$ cat config.mk
export PLATFORM = sky130hd
export DESIGN_NAME = jedec_cmd_seq
export DESIGN_NICKNAME = d
export VERILOG_FILES = /design/src/rtl/jedec_seq_pkg.sv /design/src/rtl/jedec_seq_ctrl.sv /design/src/rtl/jedec_seq_dp.sv /design/src/rtl/jedec_cmd_seq.sv
export SDC_FILE = /design/constraint.sdc
export NUM_CORES = 1
export LEC_CHECK = 0
export BUFFER_PORTS_ARGS = -buffer_cell sky130_fd_sc_hd__buf_2
export CORE_MARGIN = 1
export CORE_UTILIZATION = 49
export DETAILED_ROUTE_END_ITERATION = 8
export GPL_TIMING_DRIVEN = 0
export HOLD_SLACK_MARGIN = 0.03
export PLACE_DENSITY = 0.83
export SLEW_MARGIN = 10
export SYNTH_ARGS = -nofsm -noshare
export SYNTH_HDL_FRONTEND = slang
export SYNTH_SLANG_ARGS = --single-unit
$ cat constraint.sdc
create_clock -name clk -period 5.5 [get_ports clk]
set_input_delay 0.275 -clock clk [delete_from_list [all_inputs] [get_ports clk]]
set_output_delay 0.275 -clock clk [all_outputs]
set_load 0.03 [all_outputs]
$ cat src/rtl/jedec_seq_pkg.sv
package jedec_seq_pkg;

  typedef enum logic [1:0] {
    OP_PROG = 2'd0,
    OP_SECT = 2'd1,
    OP_BLK  = 2'd2,
    OP_CHIP = 2'd3
  } opKind_e;

  // Strobes from the command control to the datapath.
  typedef struct packed {
    logic    launch;
    opKind_e kind;
    logic    idMode;
  } seqStrobe_t;

endpackage

$ cat src/rtl/jedec_seq_ctrl.sv
module jedec_seq_ctrl
  import jedec_seq_pkg::*;
#(
  parameter int ADDR_W = 20,
  parameter int CMD_W  = 15
) (
  input  logic              clk,
  input  logic              rstN,
  input  logic              wrEn,
  input  logic [ADDR_W-1:0] addr,
  input  logic [7:0]        wrData,
  input  logic              ppMode,
  input  logic              busy,
  output seqStrobe_t        strb
);

  typedef enum logic [2:0] {
    S_IDLE,
    S_UNL1,
    S_UNL2,
    S_PROG,
    S_ERA1,
    S_ERA2,
    S_ERA3
  } seqState_e;

  localparam logic [CMD_W-1:0] KEY_A = CMD_W'(16'h5555);
  localparam logic [CMD_W-1:0] KEY_B = CMD_W'(16'h2AAA);

  seqState_e state, stateNxt;
  logic      idMode, idModeNxt;
  logic      launch;
  opKind_e   kind;

  logic [CMD_W-1:0] cmdAddr;
  logic             atKeyA, atKeyB, isStart;
  seqState_e        brk;

  assign cmdAddr = addr[CMD_W-1:0];
  assign atKeyA  = (cmdAddr == KEY_A);
  assign atKeyB  = (cmdAddr == KEY_B);
  assign isStart = atKeyA && (wrData == 8'hAA);
  assign brk     = isStart ? S_UNL1 : S_IDLE;

  always_comb begin
    stateNxt  = state;
    idModeNxt = idMode;
    launch    = 1'b0;
    kind      = OP_PROG;
    if (wrEn && !busy) begin
      unique case (state)
        S_IDLE: begin
          if (isStart) stateNxt = S_UNL1;
          else if (wrData == 8'hF0) idModeNxt = 1'b0;
        end
        S_UNL1: stateNxt = (atKeyB && wrData == 8'h55) ? S_UNL2 : brk;
        S_UNL2: begin
          stateNxt = brk;
          if (atKeyA) begin
            unique case (wrData)
              8'hA0: stateNxt = S_PROG;
              8'h80: stateNxt = S_ERA1;
              8'h90: begin stateNxt = S_IDLE; idModeNxt = 1'b1; end
              8'hF0: begin stateNxt = S_IDLE; idModeNxt = 1'b0; end
              default: stateNxt = brk;
            endcase
          end
        end
        S_PROG: begin
          launch   = 1'b1;
          kind     = OP_PROG;
          stateNxt = S_IDLE;
        end
        S_ERA1: stateNxt = isStart ? S_ERA2 : S_IDLE;
        S_ERA2: stateNxt = (atKeyB && wrData == 8'h55) ? S_ERA3 : brk;
        S_ERA3: begin
          stateNxt = S_IDLE;
          if (wrData == 8'h30) begin
            launch = 1'b1;
            kind   = OP_SECT;
          end else if (wrData == 8'h50) begin
            launch = 1'b1;
            kind   = OP_BLK;
          end else if (wrData == 8'h10 && atKeyA && ppMode) begin
            launch = 1'b1;
            kind   = OP_CHIP;
          end else begin
            stateNxt = brk;
          end
        end
        default: stateNxt = S_IDLE;
      endcase
    end
  end

  always_ff @(posedge clk) begin
    if (!rstN) begin
      state  <= S_IDLE;
      idMode <= 1'b0;
    end else begin
      state  <= stateNxt;
      idMode <= idModeNxt;
    end
  end

  assign strb.launch = launch;
  assign strb.kind   = kind;
  assign strb.idMode = idMode;

endmodule

$ cat src/rtl/jedec_seq_dp.sv
module jedec_seq_dp
  import jedec_seq_pkg::*;
#(
  parameter int          ADDR_W       = 20,
  parameter int          SECT_LSB     = 12,
  parameter int          BLK_LSB      = 16,
  parameter int          PROG_CYCLES  = 16,
  parameter int          ERASE_CYCLES = 64,
  parameter logic [7:0]  MFR_ID       = 8'hBF,
  parameter logic [7:0]  DEV_ID       = 8'h5B
) (
  input  logic              clk,
  input  logic              rstN,
  input  seqStrobe_t        strb,
  input  logic [ADDR_W-1:0] addr,
  input  logic [7:0]        wrData,
  input  logic              rdEn,
  input  logic [7:0]        arrRdData,
  input  logic              topLock,
  input  logic              wpLock,
  output logic              busy,
  output logic              opValid,
  output opKind_e           opKind,
  output logic [ADDR_W-1:0] opAddr,
  output logic [7:0]        opData,
  output logic [7:0]        rdData
);

  localparam int MAX_CYC = (PROG_CYCLES > ERASE_CYCLES) ? PROG_CYCLES : ERASE_CYCLES;
  localparam int CNT_W   = $clog2(MAX_CYC + 1);
  localparam logic [CNT_W-1:0]  PROG_LOAD  = CNT_W'(PROG_CYCLES - 1);
  localparam logic [CNT_W-1:0]  ERASE_LOAD = CNT_W'(ERASE_CYCLES - 1);
  localparam logic [ADDR_W-1:0] SECT_MASK  = {ADDR_W{1'b1}} << SECT_LSB;
  localparam logic [ADDR_W-1:0] BLK_MASK   = {ADDR_W{1'b1}} << BLK_LSB;

  logic [CNT_W-1:0]  cnt;
  logic              polBit;
  logic              togBit;
  logic              inTop;
  logic              blocked;
  logic [ADDR_W-1:0] alignAddr;
  logic [7:0]        idByte;

  assign inTop = &addr[ADDR_W-1:BLK_LSB];

  always_comb begin
    unique case (strb.kind)
      OP_PROG: alignAddr = addr;
      OP_SECT: alignAddr = addr & SECT_MASK;
      OP_BLK:  alignAddr = addr & BLK_MASK;
      default: alignAddr = '0;
    endcase
    if (strb.kind == OP_CHIP) blocked = topLock | wpLock;
    else                      blocked = inTop ? topLock : wpLock;
  end

  always_comb begin
    if (addr == ADDR_W'(0))      idByte = MFR_ID;
    else if (addr == ADDR_W'(1)) idByte = DEV_ID;
    else                         idByte = 8'h00;
  end

  always_ff @(posedge clk) begin
    if (!rstN) begin
      busy    <= 1'b0;
      cnt     <= '0;
      opValid <= 1'b0;
      opKind  <= OP_PROG;
      opAddr  <= '0;
      opData  <= 8'h00;
      polBit  <= 1'b0;
      togBit  <= 1'b0;
      rdData  <= 8'h00;
    end else begin
      opValid <= 1'b0;
      if (busy) begin
        if (cnt == '0) busy <= 1'b0;
        else           cnt  <= cnt - 1'b1;
      end
      if (rdEn) begin
        if (busy) begin
          rdData <= {~polBit, togBit, 6'b0};
          togBit <= ~togBit;
        end else if (strb.idMode) begin
          rdData <= idByte;
        end else begin
          rdData <= arrRdData;
        end
      end
      if (strb.launch) begin
        busy    <= 1'b1;
        cnt     <= (strb.kind == OP_PROG) ? PROG_LOAD : ERASE_LOAD;
        opValid <= !blocked;
        opKind  <= strb.kind;
        opAddr  <= alignAddr;
        opData  <= (strb.kind == OP_PROG) ? wrData : 8'hFF;
        polBit  <= (strb.kind == OP_PROG) ? wrData[7] : 1'b1;
        togBit  <= 1'b0;
      end
    end
  end

endmodule

$ cat src/rtl/jedec_cmd_seq.sv
module jedec_cmd_seq
  import jedec_seq_pkg::*;
#(
  parameter int          ADDR_W       = 20,
  parameter int          CMD_W        = 15,
  parameter int          SECT_LSB     = 12,
  parameter int          BLK_LSB      = 16,
  parameter int          PROG_CYCLES  = 16,
  parameter int          ERASE_CYCLES = 64,
  parameter logic [7:0]  MFR_ID       = 8'hBF,
  parameter logic [7:0]  DEV_ID       = 8'h5B
) (
  input  logic              clk,
  input  logic              rstN,
  input  logic              wrEn,
  input  logic              rdEn,
  input  logic [ADDR_W-1:0] addr,
  input  logic [7:0]        wrData,
  input  logic              ppMode,
  input  logic              topLock,
  input  logic              wpLock,
  input  logic [7:0]        arrRdData,
  output logic [7:0]        rdData,
  output logic              busy,
  output logic              opValid,
  output logic [1:0]        opKind,
  output logic [ADDR_W-1:0] opAddr,
  output logic [7:0]        opData
);

  seqStrobe_t strb;
  opKind_e    kindInt;

  jedec_seq_ctrl #(
    .ADDR_W(ADDR_W),
    .CMD_W (CMD_W)
  ) u_ctrl (
    .clk   (clk),
    .rstN  (rstN),
    .wrEn  (wrEn),
    .addr  (addr),
    .wrData(wrData),
    .ppMode(ppMode),
    .busy  (busy),
    .strb  (strb)
  );

  jedec_seq_dp #(
    .ADDR_W      (ADDR_W),
    .SECT_LSB    (SECT_LSB),
    .BLK_LSB     (BLK_LSB),
    .PROG_CYCLES (PROG_CYCLES),
    .ERASE_CYCLES(ERASE_CYCLES),
    .MFR_ID      (MFR_ID),
    .DEV_ID      (DEV_ID)
  ) u_dp (
    .clk      (clk),
    .rstN     (rstN),
    .strb     (strb),
    .addr     (addr),
    .wrData   (wrData),
    .rdEn     (rdEn),
    .arrRdData(arrRdData),
    .topLock  (topLock),
    .wpLock   (wpLock),
    .busy     (busy),
    .opValid  (opValid),
    .opKind   (kindInt),
    .opAddr   (opAddr),
    .opData   (opData),
    .rdData   (rdData)
  );

  assign opKind = kindInt;

endmodule

==> summary.json, run 1 <==
{
  "grt_max_degree": 16,
  "initial_util_pct": 51.9,
  "floorplan.die.height_um": 73.2,
  "cts.hold.buffers_added": 0,
  "io_pins": 83,
  "postSynthAreaPerCell_um2": 9.27,
  "drt_pre_antenna_iters": 4,
  "aggregate_global_route_resource_usage_pct": 24.5,
  "pwr_per_cell_area_nw_per_um2": 215,
  "max-cap-violations": 0,
  "yosys.area.top_type": "dfxtp_1",
  "gr-total-overflow": 0,
  "filler_cell_count_in_the_final_layout": 423,
  "tritoncts.num_buffers": 5,
  "ctsLongestPathBuffers": 2,
  "post-route-min-period_ns": 2.09,
  "worst-endpoint-required_ns": 5.70,
  "synth.most_common_cell": "dfxtp_1",
  "worst-slew-pin-transition_ns": 0.914,
  "drt_wl_total_mm": 6.38,
  "result_of_the_run": "finished, final reports clean",
  "cts_tree": "built",
  "yosys_register_bits": 52,
  "drive_gt1_share_pct": 29.1,
  "p_leak_nw": 1.34,
  "std_cell_rows": 25,
  "cts_htree_levels": 2,
  "clock.fmax_mhz": 479,
  "final_stage_net_count": 401,
  "criticalPathCategory": "in2reg",
  "fin_crit_sh_pct": 38.0,
  "wl_per_cell_um": 15.1,
  "arrival_ns": 2.29,
  "cts_root_buf": "clkbuf_8",
  "ys_async_sr_fraction_pct": 0,
  "edff_count_synth": 0,
  "worst_ir_drop_vdd_mv": 0.168,
  "grt_pass1_wl_mm": 10.2,
  "worst_setup_path_start_kind": "primary input",
  "drt.antenna.violating_nets": 0,
  "synthFlopType": "dfxtp_1",
  "critPathCaptureType": "register",
  "synth_common_cells": "dfxtp_1 (52), nand2_1 (18), a32o_1 (17)",
  "finClkSkew_ns": 0.0117,
  "clkLatencyLatePin_ns": 0.30,
  "grt_antenna_before_repair": 0,
  "final.hold.worst_slack_ns": 0.188,
  "core_area_um2": 4790,
  "grt_setup_unrepaired": "no",
  "finalMaxSlewViolations": 0,
  "vias": 2445,
  "growth_of_design_area_from_synthesis_to_finish_pct": 23.1,
  "synth_fp_nets": 313,
  "first_global_vias": 2246,
  "report.final.hold_viol_count": 0,
  "timing.hold.worst.class": "in2reg",
  "insertedDiodeCount": 0,
  "cts-resized-gates": 0,
  "synth.area.top_cells": "dfxtp_1 (42%), a32o_1 (6.9%), mux2i_1 (3.2%), o221a_2 (3.2%), a21oi_1 (3.0%)",
  "final_core_util_pct": 63.9,
  "post_synth_instance_area_um2": 2480,
  "drt_iter0_markers": 117,
  "worst_setup_hold_path_clk_slew_ns": 0.09,
  "timing.setup.tns_ns": 0,
  "sequential_fraction_of_the_synthesis_area_pct": 41.9,
  "yosysUniqueCellTypes": 48,
  "worstRegToRegCells": 7,
  "post-cts-setup-buffer-count": 0,
  "drc_errors": 0,
  "hold_path_depth": 2,
  "cp_max_fo": 10,
  "gp_congestion": 0.887,
  "post_synth_inst_count": 268,
  "die_w_um": 73.2,
  "placement.io_buffers": 81,
  "average_via_count_per_standard_cell": 5.77,
  "finalSetupViolations": 0,
  "tritoncts_num_sinks": 52,
  "dp_hpwl_mm": 4.81,
  "synth_top_area_share_pct": 41.9,
  "slew_headroom_pct": 38.2,
  "synth_warnings": 0,
  "design.die.area_um2": 5360
}
==> layout make-up <==
class,instances,area [um2],area share (%)
repair buffers,81,405,13.3
clock buffers,7,76.3,2.50
multi-input cells,192,1330,43.4
well taps,67,83.8,2.74
flip-flops and latches,52,1040,34.0
clock inverters,1,8.76,0.286
inverters,6,22.5,0.736
plain buffers,18,93.8,3.07
==> power by group <==
| part | internal, mW | leakage, nW | switching [mW] |
|---|---|---|---|
| combinational | 0.0236 | 0.878 | 0.0385 |
| clock | 0.0912 | 0.0424 | 0.123 |
| sequential | 0.379 | 0.420 | 0.00148 |
| total | 0.494 | 1.34 | 0.163 |
==> critical path: stages <==
cell	delay, ns
buf_2	0.14
nor4b_1	0.68
and4b_1	0.37
a21boi_2	0.10
o21a_1	0.20
buf_6	0.14
buf_6	0.14
a32o_1	0.25
==> logic make-up (layout without fill, tap and decap cells) <==
group | after synthesis | after routing | synth area share [%]
XOR/XNOR | 6 | 6 | 2.12
AO/OA/AOI/OAI | 74 | 74 | 23.5
flip-flops | 52 | 52 | 41.9
AND/OR/NAND/NOR | 102 | 102 | 23.5
adder cells (fa/ha/maj) | 2 | 2 | 1.01
buffers and inverters | 24 | 113 | 4.69
multiplexers | 8 | 8 | 3.22
==> layer usage <==
layer  routed length (um)  share of wire (%)  track usage, %  vias up
li1                     -                  -               -     1189
met3                  401                6.3            5.94        7
met1                 2940                 46            31.6     1161
met2                 2970                 47            40.4       88
met4                   63               0.99            7.19        0
met5                    0                  0               0        -
==> state kept, by name, summed over array words and instances, names as in the netlist <==
signal         cells
u_dp.opAddr       20
u_dp.rdData        8
u_dp.cnt           7
u_dp.opData        7
u_ctrl.state       3
u_dp.opKind        2
u_ctrl.idMode      1
u_dp.busy          1
u_dp.opValid       1
u_dp.polBit        1
u_dp.togBit        1
==> stage by stage <==
step	setup slack (ns)	std cells	power, mW	cell area (um2)
after floorplan	3.41	268	0.419	2480
after global placement	3.15	416	0.450	2970
after detailed placement	3.11	416	0.451	2970
after CTS	3.43	424	0.659	3060
after global routing	3.30	424	0.684	3060
final	3.41	424	0.657	3060
==> layout by cell type, fill, tap and decap left out, types with 4 or more instances in the layout <==
master	netlist	final
a21oi_1	15	15
a32o_1	17	17
and3_1	4	4
buf_2	0	81
clkbuf_1	14	16
clkbuf_8	0	5
dfxtp_1	52	52
inv_1	6	6
mux2i_1	8	8
nand2_1	18	18
nand2b_1	11	11
nand3_1	13	13
nand4_1	5	5
nor2_1	12	12
nor2b_1	7	7
nor3_1	7	7
o211ai_1	7	7
o21a_1	5	5
o221a_2	7	7
o31ai_1	4	4
or4_1	6	6
xor2_1	4	4
==> worst paths after layout <==
path	from	end	slack, ns
worst max-delay path	wrData[7]	u_dp.opAddr[14]$_SDFFE_PN0P_	3.41
worst max register to register	u_ctrl.state[1]$_SDFFE_PN0P_	u_dp.opAddr[14]$_SDFFE_PN0P_	3.47
worst min register to register	u_dp.opAddr[16]$_SDFFE_PN0P_	u_dp.opAddr[16]$_SDFFE_PN0P_	0.47
worst min-delay path	addr[15]	u_dp.opAddr[15]$_SDFFE_PN0P_	0.19
Note: power is estimated with default switching activity, not from simulation.
==> run 2: changes to the inputs <==
--- a/config.mk
+++ b/config.mk
@@ -5,13 +5,14 @@
 export SDC_FILE = /design/constraint.sdc
 export NUM_CORES = 1
 export LEC_CHECK = 0
+export ABC_AREA = 1
 export BUFFER_PORTS_ARGS = -buffer_cell sky130_fd_sc_hd__buf_2
 export CORE_MARGIN = 1
-export CORE_UTILIZATION = 49
+export CORE_UTILIZATION = 47
 export DETAILED_ROUTE_END_ITERATION = 8
 export GPL_TIMING_DRIVEN = 0
 export HOLD_SLACK_MARGIN = 0.03
-export PLACE_DENSITY = 0.83
+export PLACE_DENSITY = 0.81
 export SLEW_MARGIN = 10
 export SYNTH_ARGS = -nofsm -noshare
 export SYNTH_HDL_FRONTEND = slang
==> constraint.sdc (replaced) <==
create_clock -name clk -period 1.7 [get_ports clk]
set_input_delay 0.085 -clock clk [delete_from_list [all_inputs] [get_ports clk]]
set_output_delay 0.085 -clock clk [all_outputs]
set_load 0.03 [all_outputs]
==> run 2 against run 1 <==
Worst setup slack got worse by 3.4 ns. Critical path type is now reg2reg. Clock power rose to 4.2 times the previous value. Combinational power rose to 3.8 times the previous value. Routed wire length rose by 21%. Sequential cell count did not move. Area after synthesis rose by 18%. Register-to-register slack got worse by 3.4 ns. Worst hold slack got worse by 0.15 ns.
==> summary.json, run 2 <==
{
  "fin_crit_sh_pct": 96.6,
  "drt_wl_total": {"value": 7.69, "unit": "mm", "change": "was 6.38 mm"},
  "crit-reg2reg-launch": {"value": "u_dp.busy$_SDFF_PN0_", "change": "was u_ctrl.state[1]$_SDFFE_PN0P_"},
  "final_stage_net_count": {"value": 528, "change": "was 401"},
  "final_core_util": {"value": 60.6, "unit": "%", "change": "was 63.9%"},
  "edff_count_synth": {"value": 0, "change": "unchanged"},
  "global_route.usage.met1": {"value": 29.5, "unit": "%", "change": "was 31.6%"},
  "aggregate_global_route_resource_usage": {"value": 23.3, "unit": "%", "change": "was 24.5%"},
  "layout.cells.most_common": {"value": "buf_2", "change": "unchanged"},
  "filler_cell_count_in_the_final_layout": {"value": 539, "change": "was 423"},
  "postSynthAreaPerCell": {"value": 7.53, "unit": "um2", "change": "was 9.27 um2"},
  "largest_register_ff_count": {"value": 20, "change": "unchanged"},
  "grt_antenna_before_repair": {"value": 0, "change": "unchanged"},
  "p_sw_share": {"value": 25.9, "unit": "%", "change": "was 24.8%"},
  "crit_path_cell_chain": {"value": "inv_4 -> nand2_4 -> nor4_4 -> nand2_2 -> nand2_8 -> inv_4 -> buf_6 -> nand2_1 -> o21ai_2", "change": "was buf_2 -> nor4b_1 -> and4b_1 -> a21boi_2 -> o21a_1 -> buf_6 -> buf_6 -> a32o_1"},
  "cts_tree": {"value": "built", "change": "unchanged"},
  "finClkSkew": {"value": 0.0100, "unit": "ns", "change": "was 0.0117 ns"},
  "worst_setup_path_start_kind": {"value": "register", "change": "was primary input"},
  "synth_warnings": {"value": 0, "change": "unchanged"},
  "placement.io_buffers": {"value": 81, "change": "unchanged"},
  "cp_max_fo": {"value": 10, "change": "unchanged"},
  "wl_per_cell": {"value": 13.8, "unit": "um", "change": "was 15.1 um"},
  "worst_setup_hold_path_clk_slew": {"value": 0.11, "unit": "ns", "change": "was 0.09 ns"},
  "max_flop_register": {"value": "u_dp.opAddr", "change": "unchanged"},
  "ctsLongestPathBuffers": {"value": 2, "change": "unchanged"},
  "drt_iter0_markers": {"value": 209, "change": "was 117"},
  "synthFlopType": {"value": "dfxtp_1", "change": "unchanged"},
  "synth.area.top_cells": {"value": "dfxtp_1 (35%), nand2_1 (10%), nand3_2 (7.5%), o21ai_2 (6.0%), nor2_1 (5.4%)", "change": "was dfxtp_1 (42%), a32o_1 (6.9%), mux2i_1 (3.2%), o221a_2 (3.2%), a21oi_1 (3.0%)"},
  "cts_htree_levels": {"value": 2, "change": "unchanged"},
  "post_synth_inst_count": {"value": 390, "change": "was 268"},
  "floorplan.die.height": {"value": 81.0, "unit": "um", "change": "was 73.2 um"},
  "initial_util": {"value": 49.0, "unit": "%", "change": "was 51.9%"},
  "core_area": {"value": 5990, "unit": "um2", "change": "was 4790 um2"},
  "groute.layer.met3.usage": {"value": 2.70, "unit": "%", "change": "was 5.94%"},
  "yosys_register_bits": {"value": 52, "change": "unchanged"},
  "grt_max_degree": {"value": 18, "change": "was 16"},
  "gr-total-overflow": {"value": 0, "change": "unchanged"},
  "most-common-layout-cells": {"value": "buf_2 (86), nand2_1 (76), dfxtp_1 (51), nor2_1 (41), nand3_1 (28)", "change": "was buf_2 (81), dfxtp_1 (52), nand2_1 (18), a32o_1 (17), clkbuf_1 (16)"},
  "die_w": {"value": 81.0, "unit": "um", "change": "was 73.2 um"},
  "p_leak": {"value": 1.68, "unit": "nW", "change": "was 1.34 nW"},
  "drive_gt1_share": {"value": 37.4, "unit": "%", "change": "was 29.1%"},
  "drt_pre_antenna_iters": {"value": 4, "change": "unchanged"},
  "synth_fp_nets": {"value": 435, "change": "was 313"},
  "std_cell_rows": {"value": 28, "change": "was 25"},
  "insertedDiodeCount": {"value": 0, "change": "unchanged"},
  "synth_common_cells": {"value": "nand2_1 (78), dfxtp_1 (52), nor2_1 (42)", "change": "was dfxtp_1 (52), nand2_1 (18), a32o_1 (17)"},
  "global_routing_usage_on_met2": {"value": 41.2, "unit": "%", "change": "was 40.4%"},
  "report.final.hold_viol_count": {"value": 0, "change": "unchanged"},
  "criticalPathCategory": {"value": "reg2reg", "change": "was in2reg"},
  "io_pins": {"value": 83, "change": "unchanged"},
  "worst-endpoint-required": {"value": 1.92, "unit": "ns", "change": "was 5.70 ns"},
  "dp_hpwl": {"value": 5.82, "unit": "mm", "change": "was 4.81 mm"},
  "finalWorstSetupSlack": {"value": 0.0583, "unit": "ns", "change": "was 3.41 ns"},
  "growth_of_design_area_from_synthesis_to_finish": {"value": 23.6, "unit": "%", "change": "was 23.1%"},
  "critical_path.startpoint": {"value": "u_dp.busy$_SDFF_PN0_", "change": "was wrData[7]"},
  "slew_headroom": {"value": 68.5, "unit": "%", "change": "was 38.2%"},
  "vias": {"value": 2923, "change": "was 2445"},
  "finalMaxSlewViolations": {"value": 0, "change": "unchanged"},
  "clkLatencyLatePin": {"value": 0.31, "unit": "ns", "change": "was 0.30 ns"},
  "synth.most_common_cell": {"value": "nand2_1", "change": "was dfxtp_1"},
  "design.die.area": {"value": 6570, "unit": "um2", "change": "was 5360 um2"},
  "dp_worst_setup_slack": {"value": -0.0294, "unit": "ns", "change": "was 3.11 ns"},
  "comb_power_share": {"value": 10.0, "unit": "%", "change": "was 9.5%"},
  "first_global_vias": {"value": 2694, "change": "was 2246"},
  "cell_with_the_most_instances_on_the_worst_path": {"value": "inv_4", "change": "was buf_6"},
  "pwr_per_cell_area": {"value": 652, "unit": "nW/um2", "change": "was 215 nW/um2"},
  "worst_ir_drop_vdd": {"value": 0.354, "unit": "mV", "change": "was 0.168 mV"},
  "min-delay-start": {"value": "addr[17]", "change": "was addr[15]"},
  "yosysUniqueCellTypes": {"value": 41, "change": "was 48"},
  "drc_errors": {"value": 0, "change": "unchanged"},
  "clkPwrFrac": {"value": 37.9, "unit": "%", "change": "was 32.6%"},
  "tritoncts_num_sinks": {"value": 52, "change": "unchanged"},
  "worst-slew-pin-transition": {"value": 0.473, "unit": "ns", "change": "was 0.914 ns"},
  "arrival": {"value": 1.86, "unit": "ns", "change": "was 2.29 ns"},
  "result_of_the_run": {"value": "finished, final reports clean", "change": "unchanged"},
  "switching_power": {"value": 0.612, "unit": "mW", "change": "was 0.163 mW"},
  "gp_congestion": {"value": 0.890, "change": "was 0.887"},
  "global_route.peak_usage_layer": {"value": "met2", "change": "unchanged"},
  "sequential_fraction_of_the_synthesis_area": {"value": 35.4, "unit": "%", "change": "was 41.9%"},
  "average_via_count_per_standard_cell": {"value": 5.23, "change": "was 5.77"},
  "post_synth_instance_area": {"value": 2940, "unit": "um2", "change": "was 2480 um2"},
  "pint": {"value": 1.75, "unit": "mW", "change": "was 0.494 mW"},
  "ys_async_sr_fraction": {"value": 0, "unit": "%", "change": "unchanged"},
  "cts_root_buf": {"value": "clkbuf_8", "change": "unchanged"},
  "worst_path_largest_cell_delay": {"value": 0.39, "unit": "ns", "change": "was 0.68 ns"},
  "seq_power_share": {"value": 52.1, "unit": "%", "change": "was 57.9%"},
  "critPathCaptureType": {"value": "register", "change": "unchanged"},
  "synth_top_area_share": {"value": 35.4, "unit": "%", "change": "was 41.9%"},
  "cell_type_of_the_slowest_stage_on_the_worst_timing_path": {"value": "nor4_4", "change": "was nor4b_1"},
  "drt.antenna.violating_nets": {"value": 0, "change": "unchanged"},
  "finalSetupViolations": {"value": 0, "change": "unchanged"},
  "biggest_regs": {"value": "u_dp.opAddr: 20 flops, u_dp.rdData: 8 flops", "change": "unchanged"},
  "yosys.area.top_type": {"value": "dfxtp_1", "change": "unchanged"},
  "clock.fmax_mhz": 609,
  "post-route-min-period_ns": 1.64,
  "tritoncts.num_buffers": {"value": 5, "change": "unchanged"},
  "timing.hold.worst.class": {"value": "in2reg", "change": "unchanged"},
  "max-cap-violations": {"value": 0, "change": "unchanged"},
  "grt_pass1_wl": {"value": 11.9, "unit": "mm", "change": "was 10.2 mm"}
}
[run 2: cell count changes after synthesis, sizes merged, moves of 11 or more]
cell / change
inv: +26
nand2b: -11
o21ai: +28
nor2: +36
clkbuf: -12
nand3: +38
nand2: +68
a32o: -17
[run 2: final timing paths]
path | to | slack, ns | depth (start not counted)
setup / recovery | u_dp.opAddr[10]$_SDFFE_PN0P_ | 0.06 | 9
hold / removal | u_dp.opAddr[17]$_SDFFE_PN0P_ | 0.04 | 3
setup reg to reg | u_dp.opAddr[10]$_SDFFE_PN0P_ | 0.06 | 9
hold reg to reg | u_dp.rdData[4]$_SDFFE_PN0P_ | 0.47 | 2
[run 2: repair_timing]
| action | CTS | global route |
|---|---|---|
| endpoints found under the setup margin | 12 | 29 |
| buffers inserted | 0 | 5 |
| pin swaps | 0 | 5 |
| gates resized for setup | 3 | 6 |
| hold buffers | 0 | 0 |
[run 2: area by class of cell]
class,count,area [um2],share of cell area (%)
multi-input combinational,289,1680,46.4
sequential,52,1040,28.7
timing repair buffer,86,455,12.5
inverter,34,133,3.65
buffer,15,108,2.96
tap,75,93.8,2.58
clock buffer,5,68.8,1.90
clock inverter,3,46.3,1.27
[run 2: metrics by stage]
step	TNS, ns	std cells	power (mW)	hold WS (ns)	instance area, um2
after global placement	0	546	1.49	0.369	3440
after detailed placement	-0.0654	546	1.49	0.375	3440
after CTS	0	554	2.37	0.0388	3560
after global routing	-0.0713	559	2.44	0.0408	3630
final	0	559	2.37	0.0357	3630
after floorplan	0	390	1.39	0.238	2940
[run 2: routing by layer]
layer	part of all wire, %	vias to the layer above
met5	0	-
met4	0.90	0
met3	3.2	7
met2	53	54
met1	43	1373
li1	-	1489
[run 2: power by group through the flow]
stage	sequential [mW]	combinational [mW]	clock, mW
2_1_floorplan	1.28	0.108	0
3_3_place_gp	1.26	0.229	0
3_5_place_dp	1.26	0.232	0
4_1_cts	1.23	0.233	0.902
5_1_grt	1.23	0.261	0.944
6_report	1.23	0.236	0.896
[run 2: kinds of logic after synthesis]
group                      count (synthesis)  share of synthesized area (%)
AOI/OAI and AO/OA                         66                           14.6
adders and majority gates                  2                          0.852
buffers and inverters                     49                           8.10
and+or+nand+nor                          215                           39.2
xor gates and xnor gates                   6                           1.79
DFF                                       52                           35.4
[run 2: worst max-delay path, delay by kind of cell (launching register included)]
family / cells / cell delay (ns)
compound gates: 1 / 0.06
buf+inv: 3 / 0.26
flops: 1 / 0.37
simple gates: 5 / 0.86
